$ cat src/rtl/wkup_pkg.sv
package wkup_pkg;
   localparam int WK_ADDR_W = 3;

   typedef enum logic [WK_ADDR_W-1:0] {
      REG_ENABLE = 3'd0,
      REG_POLAR  = 3'd1,
      REG_SELECT = 3'd2,
      REG_FLAGS  = 3'd3,
      REG_CLEAR  = 3'd4
   } wk_reg_e;
endpackage

$ cat src/rtl/wkup_sync.sv
module wkup_sync #(
   parameter int STAGES = 2
) (
   input  logic clk,
   input  logic rst_n,
   input  logic d,
   output logic q
);
   logic [STAGES-1:0] chain;

   generate
      for (genvar s = 0; s < STAGES; s++) begin : g_stage
         if (s == 0) begin : g_first
            always_ff @(posedge clk or negedge rst_n)
               if (!rst_n) chain[0] <= 1'b0;
               else        chain[0] <= d;
         end else begin : g_rest
            always_ff @(posedge clk or negedge rst_n)
               if (!rst_n) chain[s] <= 1'b0;
               else        chain[s] <= chain[s-1];
         end
      end
   endgenerate

   assign q = chain[STAGES-1];
endmodule

$ cat src/rtl/wkup_cfg_regs.sv
module wkup_cfg_regs
   import wkup_pkg::*;
#(
   parameter int PINS   = 8,
   parameter int SEL_W  = 2,
   parameter int DATA_W = 32
) (
   input  logic                  clk,
   input  logic                  rst_n,
   input  logic                  wr_en,
   input  logic [WK_ADDR_W-1:0]  wr_addr,
   input  logic [DATA_W-1:0]     wr_data,
   output logic [PINS-1:0]       en_q,
   output logic [PINS-1:0]       en_nxt,
   output logic [PINS-1:0]       pol_q,
   output logic [PINS*SEL_W-1:0] sel_q,
   output logic [PINS-1:0]       clr_req
);
   logic hit_en, hit_pol, hit_sel, hit_clr;
   logic unused_wr_bits;

   assign hit_en  = wr_en && (wr_addr == REG_ENABLE);
   assign hit_pol = wr_en && (wr_addr == REG_POLAR);
   assign hit_sel = wr_en && (wr_addr == REG_SELECT);
   assign hit_clr = wr_en && (wr_addr == REG_CLEAR);
   assign unused_wr_bits = ^wr_data;

   assign en_nxt  = hit_en  ? wr_data[PINS-1:0] : en_q;
   assign clr_req = hit_clr ? wr_data[PINS-1:0] : '0;

   always_ff @(posedge clk or negedge rst_n)
      if (!rst_n) en_q <= '0;
      else        en_q <= en_nxt;

   generate
      for (genvar p = 0; p < PINS; p++) begin : g_pin
         always_ff @(posedge clk or negedge rst_n)
            if (!rst_n)                   pol_q[p] <= 1'b0;
            else if (hit_pol && !en_q[p]) pol_q[p] <= wr_data[p];

         always_ff @(posedge clk or negedge rst_n)
            if (!rst_n)
               sel_q[p*SEL_W +: SEL_W] <= '0;
            else if (hit_sel && !en_q[p])
               sel_q[p*SEL_W +: SEL_W] <= wr_data[p*SEL_W +: SEL_W];
      end
   endgenerate
endmodule

$ cat src/rtl/wkup_pin_cell.sv
module wkup_pin_cell #(
   parameter int SEL_W       = 2,
   parameter int SYNC_STAGES = 2,
   localparam int SRCS       = 1 << SEL_W
) (
   input  logic             clk,
   input  logic             rst_n,
   input  logic [SRCS-1:0]  src,
   input  logic [SEL_W-1:0] sel,
   input  logic             pol,
   input  logic             en_nxt,
   input  logic             clr,
   output logic             flag
);
   logic picked, synced, prev, evt, clr_ok;

   assign picked = src[sel];

   wkup_sync #(.STAGES(SYNC_STAGES)) u_sync (
      .clk   (clk),
      .rst_n (rst_n),
      .d     (picked),
      .q     (synced)
   );

   always_ff @(posedge clk or negedge rst_n)
      if (!rst_n) prev <= 1'b0;
      else        prev <= synced;

   assign evt    = pol ? (prev & ~synced) : (synced & ~prev);
   assign clr_ok = clr && (sel != {SEL_W{1'b1}});

   always_ff @(posedge clk or negedge rst_n)
      if (!rst_n)       flag <= 1'b0;
      else if (!en_nxt) flag <= 1'b0;
      else              flag <= evt | (flag & ~clr_ok);
endmodule

$ cat src/rtl/wkup_evt_ctrl.sv
module wkup_evt_ctrl
   import wkup_pkg::*;
#(
   parameter int PINS        = 8,
   parameter int SEL_W       = 2,
   parameter int DATA_W      = 32,
   parameter int SYNC_STAGES = 2,
   localparam int SRCS       = 1 << SEL_W
) (
   input  logic                  clk,
   input  logic                  rst_n,
   input  logic [PINS*SRCS-1:0]  wk_src,
   input  logic                  wr_en,
   input  logic [WK_ADDR_W-1:0]  wr_addr,
   input  logic [DATA_W-1:0]     wr_data,
   input  logic [WK_ADDR_W-1:0]  rd_addr,
   output logic [DATA_W-1:0]     rd_data,
   output logic                  wake_req
);
   generate
      if (SYNC_STAGES < 2) begin : g_bad_sync
         $error("wkup_evt_ctrl: SYNC_STAGES must be at least 2");
      end
      if (PINS * SEL_W > DATA_W) begin : g_bad_width
         $error("wkup_evt_ctrl: selection fields do not fit DATA_W");
      end
   endgenerate

   logic [PINS-1:0]       en_q, en_nxt, pol_q, clr_req, flags;
   logic [PINS*SEL_W-1:0] sel_q;

   wkup_cfg_regs #(.PINS(PINS), .SEL_W(SEL_W), .DATA_W(DATA_W)) u_cfg (
      .clk     (clk),
      .rst_n   (rst_n),
      .wr_en   (wr_en),
      .wr_addr (wr_addr),
      .wr_data (wr_data),
      .en_q    (en_q),
      .en_nxt  (en_nxt),
      .pol_q   (pol_q),
      .sel_q   (sel_q),
      .clr_req (clr_req)
   );

   generate
      for (genvar p = 0; p < PINS; p++) begin : g_cell
         wkup_pin_cell #(.SEL_W(SEL_W), .SYNC_STAGES(SYNC_STAGES)) u_cell (
            .clk    (clk),
            .rst_n  (rst_n),
            .src    (wk_src[p*SRCS +: SRCS]),
            .sel    (sel_q[p*SEL_W +: SEL_W]),
            .pol    (pol_q[p]),
            .en_nxt (en_nxt[p]),
            .clr    (clr_req[p]),
            .flag   (flags[p])
         );
      end
   endgenerate

   assign wake_req = |(flags & en_q);

   always_comb begin
      rd_data = '0;
      case (rd_addr)
         REG_ENABLE: rd_data[PINS-1:0]       = en_q;
         REG_POLAR:  rd_data[PINS-1:0]       = pol_q;
         REG_SELECT: rd_data[PINS*SEL_W-1:0] = sel_q;
         REG_FLAGS:  rd_data[PINS-1:0]       = flags;
         default:    rd_data                 = '0;
      endcase
   end
endmodule

$ cat config.mk
export PLATFORM = sky130hd
export DESIGN_NAME = wkup_evt_ctrl
export DESIGN_NICKNAME = d
export VERILOG_FILES = /design/src/rtl/wkup_pkg.sv /design/src/rtl/wkup_sync.sv /design/src/rtl/wkup_cfg_regs.sv /design/src/rtl/wkup_pin_cell.sv /design/src/rtl/wkup_evt_ctrl.sv
export SDC_FILE = /design/constraint.sdc
export NUM_CORES = 1
export LEC_CHECK = 0
export BUFFER_PORTS_ARGS = -buffer_cell sky130_fd_sc_hd__buf_2
export CELL_PAD_IN_SITES_DETAIL_PLACEMENT = 2
export CELL_PAD_IN_SITES_GLOBAL_PLACEMENT = 2
export CORE_AREA = 2 2 115 117
export DETAILED_ROUTE_END_ITERATION = 10
export DIE_AREA = 0 0 117 119
export HOLD_SLACK_MARGIN = 0.06
export MAX_ROUTING_LAYER = met4
export PLACE_DENSITY_LB_ADDON = 0.2
export SLEW_MARGIN = 0
export SYNTH_ARGS = -nofsm -noshare
export SYNTH_HDL_FRONTEND = slang
export SYNTH_HIERARCHICAL = 1
export SYNTH_SLANG_ARGS = --single-unit
$ cat constraint.sdc
create_clock -name clk -period 2.9 [get_ports clk]
set_input_delay 0.29 -clock clk [delete_from_list [all_inputs] [get_ports clk]]
set_output_delay 0.29 -clock clk [all_outputs]
set_load 0.005 [all_outputs]
* Word level (Yosys, flattened, before mapping)
Index checks and enable logic that the tools add are counted.
** Storage, ports and cells
- Bits of input ports :: 73
- Output and inout port bits :: 33
- Register bits :: 64
** Operators by class
- Eq/ne operators :: 14
- Bitwise gates (word level) :: 57
- Mux-type cells :: 36
- $lt $le $gt $ge :: 8
- Reduce and logical (&&, ||, !) cells :: 39
** Operator list (number)
- $pmux W8 S4 :: 1
- $logic_and A1 B1 Y1 :: 28
- $and A1 B1 Y1 :: 24
- $lt A2 B3 Y1 const B :: 8
- $mux W1 :: 24
- $mux W8 :: 3
- $not A1 Y1 :: 24
- $bmux W1 S2 :: 8
- $ne A2 B2 Y1 const B :: 8
- $eq A3 B2 Y1 const B :: 3
- $and A8 B8 Y8 :: 1
- $logic_not A1 Y1 :: 8
- $or A1 B1 Y1 :: 8
- $reduce_or A8 Y1 :: 1
- $eq A3 B1 Y1 const B :: 2
- $logic_not A3 Y1 :: 2
- $eq A3 B3 Y1 const B :: 1

* Longest topological paths before layout
Gate-level depths: netlist of run 1.
- Word-level depth :: 8
- Gate-level depth with buffers :: 5
- Depth with buffers taken out :: 5

* Cells and area by module
The synthesis of run 1 kept the hierarchy.
** By module, submodules not included
- wkup_cfg_regs :: cells each 95, times used 1, sequential area each 800.8 um2, area an instance 1336.3 um2
- wkup_pin_cell :: cells each 8, times used 8, sequential area each 50.0 um2, area an instance 111.4 um2
- wkup_evt_ctrl :: cells each 61, times used 1, sequential area each 0.0 um2, area an instance 491.7 um2
- wkup_sync :: cells each 2, times used 8, sequential area each 50.0 um2, area an instance 50.0 um2

* Worst setup path after synthesis of run 1
OpenSTA, ideal clock, no wires.
- Kind :: input -> register
- From :: input port wr_addr[2]
- To :: register g_cell[0].u_cell.flag
- Stages on the path :: 4
- Library setup time :: 0.132 ns
- Path slack :: 1.439 ns
- Buffers on the path :: 0
- Arrival time :: 1.329 ns
- Cell sequence :: nor4b_4 mux2_2 nand4bb_1 o211ai_1
** Between the ends
- Elaborated cells on any way between the ends :: 11
- Classes of those cells :: eq/ne: 1; mux: 3; bitwise: 3; reduce/logical: 4
** RTL lines
- start, declared :: RTL line wkup_evt_ctrl.sv:14 : input logic [WK_ADDR_W-1:0] wr_addr,
- $logic_not A3 Y1 :: RTL line wkup_cfg_regs.sv:22 : assign hit_en = wr_en && (wr_addr == REG_ENABLE);
- $logic_and A1 B1 Y1 :: RTL line wkup_cfg_regs.sv:22
- $mux W8 :: RTL line wkup_cfg_regs.sv:28 : assign en_nxt = hit_en ? wr_data[PINS-1:0] : en_q;
- via en_nxt[0] :: RTL line wkup_evt_ctrl.sv:29 : logic [PINS-1:0] en_q, en_nxt, pol_q, clr_req, flags;
- $mux W1 :: RTL line wkup_pin_cell.sv:35 : else if (!en_nxt) flag <= 1'b0;
- end signal, assigned :: RTL line wkup_pin_cell.sv:36 : else flag <= evt | (flag & ~clr_ok);
- end, declared :: RTL line wkup_pin_cell.sv:13 : output logic flag
The timed path passes the listed nets, and every way through them passes these cells.
A chain may end at the register's enable or synchronous reset.

* Worst setup path in the final report of run 1
- From :: input port wr_addr[2]
- To :: register g_cell[2].u_cell.flag
** Between the ends
- Elaborated cells on any way between the ends :: 11
- Classes of those cells :: eq/ne: 1; mux: 3; bitwise: 3; reduce/logical: 4
** RTL lines (RTL line)
- $logic_not A3 Y1 :: wkup_cfg_regs.sv:22
- $logic_and A1 B1 Y1 :: wkup_cfg_regs.sv:22
- $mux W8 :: wkup_cfg_regs.sv:28
- via en_nxt[2] :: wkup_evt_ctrl.sv:29
- $mux W1 :: wkup_pin_cell.sv:35
- end signal, assigned :: wkup_pin_cell.sv:36
- end, declared :: wkup_pin_cell.sv:13
The timed path passes the listed nets, and every way through them passes these cells.

==> flow_summary.ini, run 1 <==
[status]
status = finished, final reports clean

[global_routing]
grt_usage_pct = 13.4
grt_pass1_wl_um = 13500
grt_max_degree = 41
antenna_found_initial = 0
grt_pass1_vias = 2450
overflow = 0

[cells_and_area]
fin_nets = 389
area_growth_pct = 24.7
fillers = 1388
final_cell_mix = 73 x buf_2, 64 x dfrtp_1, 31 x mux2_2
final_common_cell = buf_2
diodes = 0
drive_above_1_share_pct = 40.1

[die]
pin_count = 106
initial_core_util_pct = 24.2
num_rows = 42
core-area_um2 = 12900
die_h_um = 119
dieWidth_um = 117
dieArea_um2 = 13900

[timing]
finalMaxSlewViolations = 0
final.period_utilization_pct = 56.9
min_period_ps = 1650
slew_headroom_pct = 44.2
hold_viol = 0
fmax_ghz = 0.606
fin_tns_setup_ps = 0
tightest_slew_ps = 833
whs_ps = 181
setup_violations = 0
grt_setup_unrepaired = false
skew_ps = 4.51

[cts]
cts_buffer_depth = 2
cts_root_buffer = clkbuf_16
cts_tree = done
ctsHoldBuffers = 1
path_clk_slew_ps = 50
insertion_delay_ps = 320
cts_setup_buffers = 0
ctsResizeCount = 0
cts.sinks = 64
cts_buffers = 9
ctsHtreeMaxLevel = 3

[synthesis]
syn_inst = 236
yosysSeqAreaShare_pct = 51.3
syn_area_per_cell_um2 = 13.2
synthDistinctLibCells = 27
ys_warn_count = 6
syn-cell-area_um2 = 3120
synth-seq-cells = 64

[critical_path]
worst_setup_path_start_kind = primary input
path_cells = buf_2 > nor4b_4 > mux2_2 > nand4b_1 > o211ai_1
cp-end-kind = register
cp_max_fo = 8
crit_type = in -> reg
slowest_delay_ps = 760
critPathSlowestCell = nor4b_4
arrival_ps = 1840
required_ps = 3090

[routing]
via_per_inst = 4.48
routedWlPerCell_um = 16.9
ant_nets = 0
vias = 2220
routed_wl_um = 8370
first_pass_iters = 4
drtIter0Drc = 30
post-route-drc-count = 0

[place]
portBuffers = 73
hpwlAfterDp_um = 6210
gp_congestion = 0.711

[pwr]
ir_worst_vdd_v = 0.000266
power_density_nw_per_um2 = 784
power_leakage_nw = 1.73

[job]
max_cap_viol_count = 0

[worst_hold_path]
hp-class = in -> reg
==> layout make-up <==
cell class | instances | area, µm² | share of cell area [%]
clock buffer | 13 | 250 | 6.44
multi-input combinational | 165 | 1410 | 36.2
timing repair buffer | 76 | 403 | 10.4
clock inverter | 1 | 5.00 | 0.129
sequential | 64 | 1600 | 41.2
tap | 176 | 220 | 5.66
==> layer usage <==
| layer | vias to the layer above | track usage, % | share of wire, % |
|---|---|---|---|
| met5 | - | - | 0 |
| met4 | 0 | 3.53 | 0.87 |
| met3 | 8 | 3.77 | 4.6 |
| met2 | 58 | 21.5 | 51 |
| met1 | 1147 | 16.5 | 44 |
| li1 | 1007 | - | - |
==> worst max-delay path, delay by kind of cell <==
family	cells	cell delay [ps]
compound gates	1	100
simple gates	2	870
mux	1	450
buf+inv	1	130
==> logic make-up (layout without fill, tap and decap cells) <==
group                  Yosys count  after routing  share of synthesized area, %
AOI/OAI and AO/OA               28             28                          6.42
buffers and inverters           22             90                          5.46
DFF                             64             64                          51.3
muxes                           56             56                          22.5
other                            1             16                         0.120
and+or+nand+nor                 65             65                          14.2
==> stage by stage <==
step                      utilization (%)  cell area, µm²  instances  total power, mW  worst slack [ps]
after global placement               28.1            3620        480             2.09               923
after floorplan                         -            3180        251             1.85              1440
after global routing                 30.2            3890        495             3.27              1170
final                                30.2            3890        495             3.05              1250
after CTS                            30.2            3890        495             3.11              1230
after detailed placement             28.1            3620        480             2.13               894
==> flip-flops by register name, indices dropped and copies added (netlist names) <==
name	cells
g_cell.u_cell/u_sync/q	8
g_cell.u_cell/u_sync/chain	8
g_cell.u_cell/flag	8
g_cell.u_cell/prev	8
u_cfg/pol_q	8
u_cfg/sel_q	16
u_cfg/en_q	8
==> power breakdown <==
part / total (mW) / leakage, nW / switching [mW] / internal, mW
logic: 0.596 / 0.834 / 0.227 / 0.369
registers: 1.50 / 0.770 / 0.290 / 1.21
clock network: 0.956 / 0.126 / 0.365 / 0.591
total: 3.05 / 1.73 / 0.882 / 2.17
==> synth_stat cells <==
library cell / instances / area (µm²)
clkbuf_2: 1 / 5.00
mux2_1: 1 / 11.3
nand2_1: 9 / 33.8
mux4_2: 8 / 180
nand4_1: 1 / 6.26
conb_1: 1 / 3.75
nand4b_1: 8 / 70.1
buf_4: 16 / 120
buf_6: 1 / 11.3
nor3b_4: 1 / 18.8
nor4b_4: 1 / 23.8
o211ai_1: 8 / 60.1
and2_1: 16 / 100
a22oi_1: 4 / 30.0
o22ai_1: 8 / 50.1
nor2_1: 16 / 60.1
mux2i_1: 16 / 160
nor3_1: 1 / 5.00
dfrtp_1: 64 / 1600
nand4bb_1: 10 / 113
mux2_2: 31 / 349
clkbuf_1: 1 / 3.75
a21boi_0: 8 / 60.1
buf_2: 2 / 10.0
buf_12: 1 / 20.0
or2_1: 1 / 6.26
nand2b_1: 1 / 6.26
==> path summary, 6_finish.rpt <==
path / startpoint / endpoint / slack (ps) / cells after the start
max: wr_addr[2] / g_cell[2].u_cell/flag / 1250 / 5
min: wr_data[10] / u_cfg/sel_q[10] / 180 / 2
max reg2reg: u_cfg/en_q[3] / u_cfg/sel_q[7] / 1710 / 2
min reg2reg: g_cell[4].u_cell/u_sync/chain[0] / g_cell[4].u_cell/u_sync/q / 350 / 0
max in group asynchronous: rst_n / g_cell[5].u_cell/u_sync/q / 1740 / 3
min in group asynchronous: rst_n / g_cell[0].u_cell/u_sync/chain[0] / 520 / 2
(Power assumes the default switching activity.)
==> run 2: changes to the inputs <==
Clock period 2.9 ns to 1.7 ns, I/O delays scaled along.
==> run 2 against run 1 <==
Critical endpoint is now wake_req. Total power up 73%. Largest cell class unchanged. Flip-flop and latch count unchanged. Register-to-register slack got worse by 1200 ps. Hold slack worse by 110 ps. Critical path type is now reg -> out. Clock skew up 4.1 ps. Combinational power increased by 73%.
==> flow_summary.ini, run 2 (same netlist as run 1, synthesis figures left out) <==
[die]
pin_count = 106
initial_core_util_pct = 24.2
core-area_um2 = 12900
dieWidth_um = 117
dieArea_um2 = 13900
num_rows = 42
die_h_um = 119

[pwr]
seqPwrFrac_pct = 48.6
pwr-share-clk_pct = 31.8
p_int_mw = 3.72
power_leakage_nw = 1.78
p_switching_mw = 1.55
power_density_nw_per_um2 = 1320
ir_worst_vdd_v = 0.000449
power.total_mw = 5.27
combPwrFrac_pct = 19.5
swShare_pct = 29.3

[timing]
tightest_slew_ps = 548
setup_slack_ps = 131
fmax_ghz = 0.638
fin_tns_setup_ps = 0
min_period_ps = 1570
grt_setup_unrepaired = false
finalMaxSlewViolations = 0
final.period_utilization_pct = 92.3
skew_ps = 8.61
hold_viol = 0
setup_violations = 0
whs_ps = 73.7
slew_headroom_pct = 63.5

[cells_and_area]
largest_reg_flops = 16
fin_nets = 399
diodes = 0
multi_input_area_um2 = 1400
final_area_um2 = 3990
final_cell_mix = 73 x buf_2, 64 x dfrtp_1, 31 x mux2_2
final_core_util_pct = 31.0
fillers = 1389
finalNonFillerCells = 507
drive_above_1_share_pct = 41.4
regArea_um2 = 1600
area_growth_pct = 27.9
final_common_cell = buf_2
largest_register = u_cfg/sel_q

[job]
max_cap_viol_count = 0

[cts]
cts_root_buffer = clkbuf_16
ctsResizeCount = 0
insertion_delay_ps = 330
cts_buffer_depth = 2
cts.sinks = 64
path_clk_slew_ps = 60
cts_buffers = 9
cts_tree = done
cts_setup_buffers = 0
ctsHoldBuffers = 2
ctsHtreeMaxLevel = 3

[global_routing]
grt_pass1_wl_um = 13500
overflow = 0
grt_use_met2_pct = 20.5
grt_pass1_vias = 2439
grt_max_degree = 65
grt-busiest-layer = met2
grtUsageMet3_pct = 4.73
grt_usage_pct = 13.3
antenna_found_initial = 0
met1_usage_pct = 16.8

[place]
hpwlAfterDp_um = 6020
post_dp_cell_area_um2 = 3690
placedCellCount = 488
place_ws_ps = 106
gp_congestion = 0.691
portBuffers = 73

[routing]
routed_wl_um = 8330
via_per_inst = 4.44
first_pass_iters = 4
drtIter0Drc = 91
post-route-drc-count = 0
ant_nets = 0
routedWlPerCell_um = 16.4
vias = 2251

[critical_path]
required_ps = 1530
arrival_ps = 1400
cp_max_fo = 5
worst_setup_path_start_kind = register
crit_type = reg -> out
cp-end-kind = primary output

[status]
status = finished, final reports clean

[worst_hold_path]
hp-class = in -> reg
[run 2: area by class of cell]
type / instances / area share, %
flip-flops and latches: 64 / 40.2
multi-input cells: 165 / 35.2
repair buffers: 86 / 12.4
clock buffers: 13 / 6.27
well taps: 176 / 5.52
clock inverters: 3 / 0.439
[run 2: worst paths after layout]
path                                                       start                         to  slack [ps]  cells after the start
min in group asynchronous                                  rst_n      g_cell[0].u_cell/prev         380                      3
max in group asynchronous                                  rst_n            u_cfg/sel_q[14]        1010                      3
worst max-delay path                               u_cfg/en_q[7]                   wake_req         130                      3
worst max register to register                     u_cfg/en_q[3]             u_cfg/sel_q[7]         510                      3
worst min-delay path                                  wr_data[9]             u_cfg/sel_q[9]          70                      2
worst min register to register  g_cell[7].u_cell/u_sync/chain[0]  g_cell[7].u_cell/u_sync/q         350                      0
[run 2: critical path, stage by stage (launching register included)]
cell	delay (ps)
dfrtp_1	420
a22oi_1	270
nand4_1	200
buf_2	170
[run 2: power by group through the flow]
| stage | combinational (mW) | sequential, mW | clock, mW |
|---|---|---|---|
| floorplan | 0.767 | 2.38 | 0 |
| global placement | 1.00 | 2.57 | 0 |
| detailed placement | 1.04 | 2.59 | 0 |
| CTS | 1.04 | 2.58 | 1.74 |
| global route | 1.14 | 2.67 | 1.81 |
| finish | 1.03 | 2.56 | 1.68 |
[run 2: routing by layer]
| layer | routed length (µm) | share of wire (%) |
|---|---|---|
| met1 | 3750 | 45 |
| met2 | 4110 | 49 |
| met3 | 410 | 4.9 |
| met4 | 59 | 0.71 |
| met5 | 0 | 0 |
==> run 3: changes to the inputs <==
Settings changed: CTS_BUF_LIST set to sky130_fd_sc_hd__clkbuf_4 sky130_fd_sc_hd__clkbuf_8.
==> run 3 against run 2 <==
Core utilization fell by 0.23 points. Die area did not move. Hold slack improved by 33 ps. Combinational power barely moved. Clock skew rose by 2.6 ps. Critical path depth did not move. Wire length barely moved. Fmax rose by 0.72%. Clock power fell by 29%. Register-to-register slack barely moved. Setup slack improved by 11 ps.
==> flow_summary.ini, run 3 (same netlist as run 1, synthesis figures left out) <==
[global_routing]
grt-busiest-layer = met2
grt_use_met2_pct = 21.0
grt_max_degree = 65
antenna_found_initial = 0
grtUsageMet3_pct = 3.66
grt_usage_pct = 13.3
grt_pass1_wl_um = 13600
grt_pass1_vias = 2490
met1_usage_pct = 16.7
overflow = 0

[critical_path]
cp_max_fo = 5
required_ps = 1530
arrival_ps = 1390
cp-end-kind = primary output
worst_setup_path_start_kind = register
crit_type = reg -> out

[routing]
via_per_inst = 4.39
ant_nets = 0
vias = 2252
routedWlPerCell_um = 16.2
routed_wl_um = 8330
post-route-drc-count = 0
first_pass_iters = 3
drtIter0Drc = 81

[timing]
slew_headroom_pct = 63.4
fmax_ghz = 0.642
hold_viol = 0
whs_ps = 107
min_period_ps = 1560
tightest_slew_ps = 549
fin_tns_setup_ps = 0
skew_ps = 11.2
final.period_utilization_pct = 91.6
grt_setup_unrepaired = false
setup_slack_ps = 143
finalMaxSlewViolations = 0
setup_violations = 0

[cts]
ctsResizeCount = 0
cts.sinks = 64
insertion_delay_ps = 350
cts_buffer_depth = 2
ctsHoldBuffers = 9
cts_setup_buffers = 0
cts_tree = done
cts_root_buffer = clkbuf_8
path_clk_slew_ps = 70
ctsHtreeMaxLevel = 3
cts_buffers = 9

[status]
status = finished, final reports clean

[worst_hold_path]
hp-class = in -> reg

[die]
dieArea_um2 = 13900
core-area_um2 = 12900
num_rows = 42
dieWidth_um = 117
die_h_um = 119
pin_count = 106
initial_core_util_pct = 24.2

[pwr]
ir_worst_vdd_v = 0.000333
combPwrFrac_pct = 21.6
seqPwrFrac_pct = 53.3
power_density_nw_per_um2 = 1210
power_leakage_nw = 1.77
p_int_mw = 3.32
p_switching_mw = 1.47
pwr-share-clk_pct = 25.1
swShare_pct = 30.7
power.total_mw = 4.79

[cells_and_area]
diodes = 0
final_common_cell = buf_2
final_cell_mix = 73 x buf_2, 64 x dfrtp_1, 31 x mux2_2
fillers = 1397
area_growth_pct = 26.9
fin_nets = 405
drive_above_1_share_pct = 41.5
largest_reg_flops = 16
multi_input_area_um2 = 1400
regArea_um2 = 1600
largest_register = u_cfg/sel_q

[place]
gp_congestion = 0.691
hpwlAfterDp_um = 6020
place_ws_ps = 106
portBuffers = 73

[job]
max_cap_viol_count = 0
## run 3: cell count changes in the layout (fill, tap and decap cells not counted)
cell and delta:
clkbuf_4 +3, clkbuf_8 +9, clkbuf_16 -9, clkbuf_1 -3
dlygate4sd3_1 +6
## run 3: power groups by stage
stage	combinational, mW	clock, mW	sequential (mW)
floorplan	0.767	0	2.38
global placement	1.00	0	2.57
detailed placement	1.04	0	2.59
CTS	1.06	1.27	2.57
global route	1.16	1.34	2.66
finish	1.04	1.20	2.55
## run 3: worst max-delay path, cell delays in order (launching register included)
cell	delay, ps
dfrtp_1	430
a22oi_1	260
nand4_1	180
buf_2	170
## run 3: final timing paths
kind,from,slack (ps),endpoint,cells after the start
max in group asynchronous,rst_n,1040,u_cfg/en_q[5],3
min reg2reg,g_cell[2].u_cell/u_sync/chain[0],350,g_cell[2].u_cell/u_sync/q,0
min,wr_data[0],110,u_cfg/pol_q[0],2
max reg2reg,u_cfg/en_q[3],510,u_cfg/sel_q[7],3
min in group asynchronous,rst_n,370,g_cell[0].u_cell/prev,3
max,u_cfg/en_q[7],140,wake_req,3
## run 3: layer usage
metal | up-vias | share of wire [%] | routed length [µm]
met1 | 1147 | 44 | 3690
met5 | - | 0 | 0
li1 | 1037 | - | -
met4 | 0 | 1.4 | 114
met2 | 57 | 50 | 4180
met3 | 11 | 4.2 | 350
## run 3: through the flow
stage	utilization [%]	instance area [µm²]	cells
3_5_place_dp	28.7	3690	488
6_report	30.7	3960	513
2_1_floorplan	-	3180	251
3_3_place_gp	28.7	3690	488
5_1_grt	30.7	3960	513
4_1_cts	30.7	3960	513
## run 3: area by class of cell
class / instances / share of cell area [%]
Clock buffer: 13 / 4.05
Clock inverter: 3 / 0.442
Multi-Input combinational cell: 165 / 35.5
Sequential cell: 64 / 40.5
Tap cell: 176 / 5.56
Timing Repair Buffer: 92 / 14.0
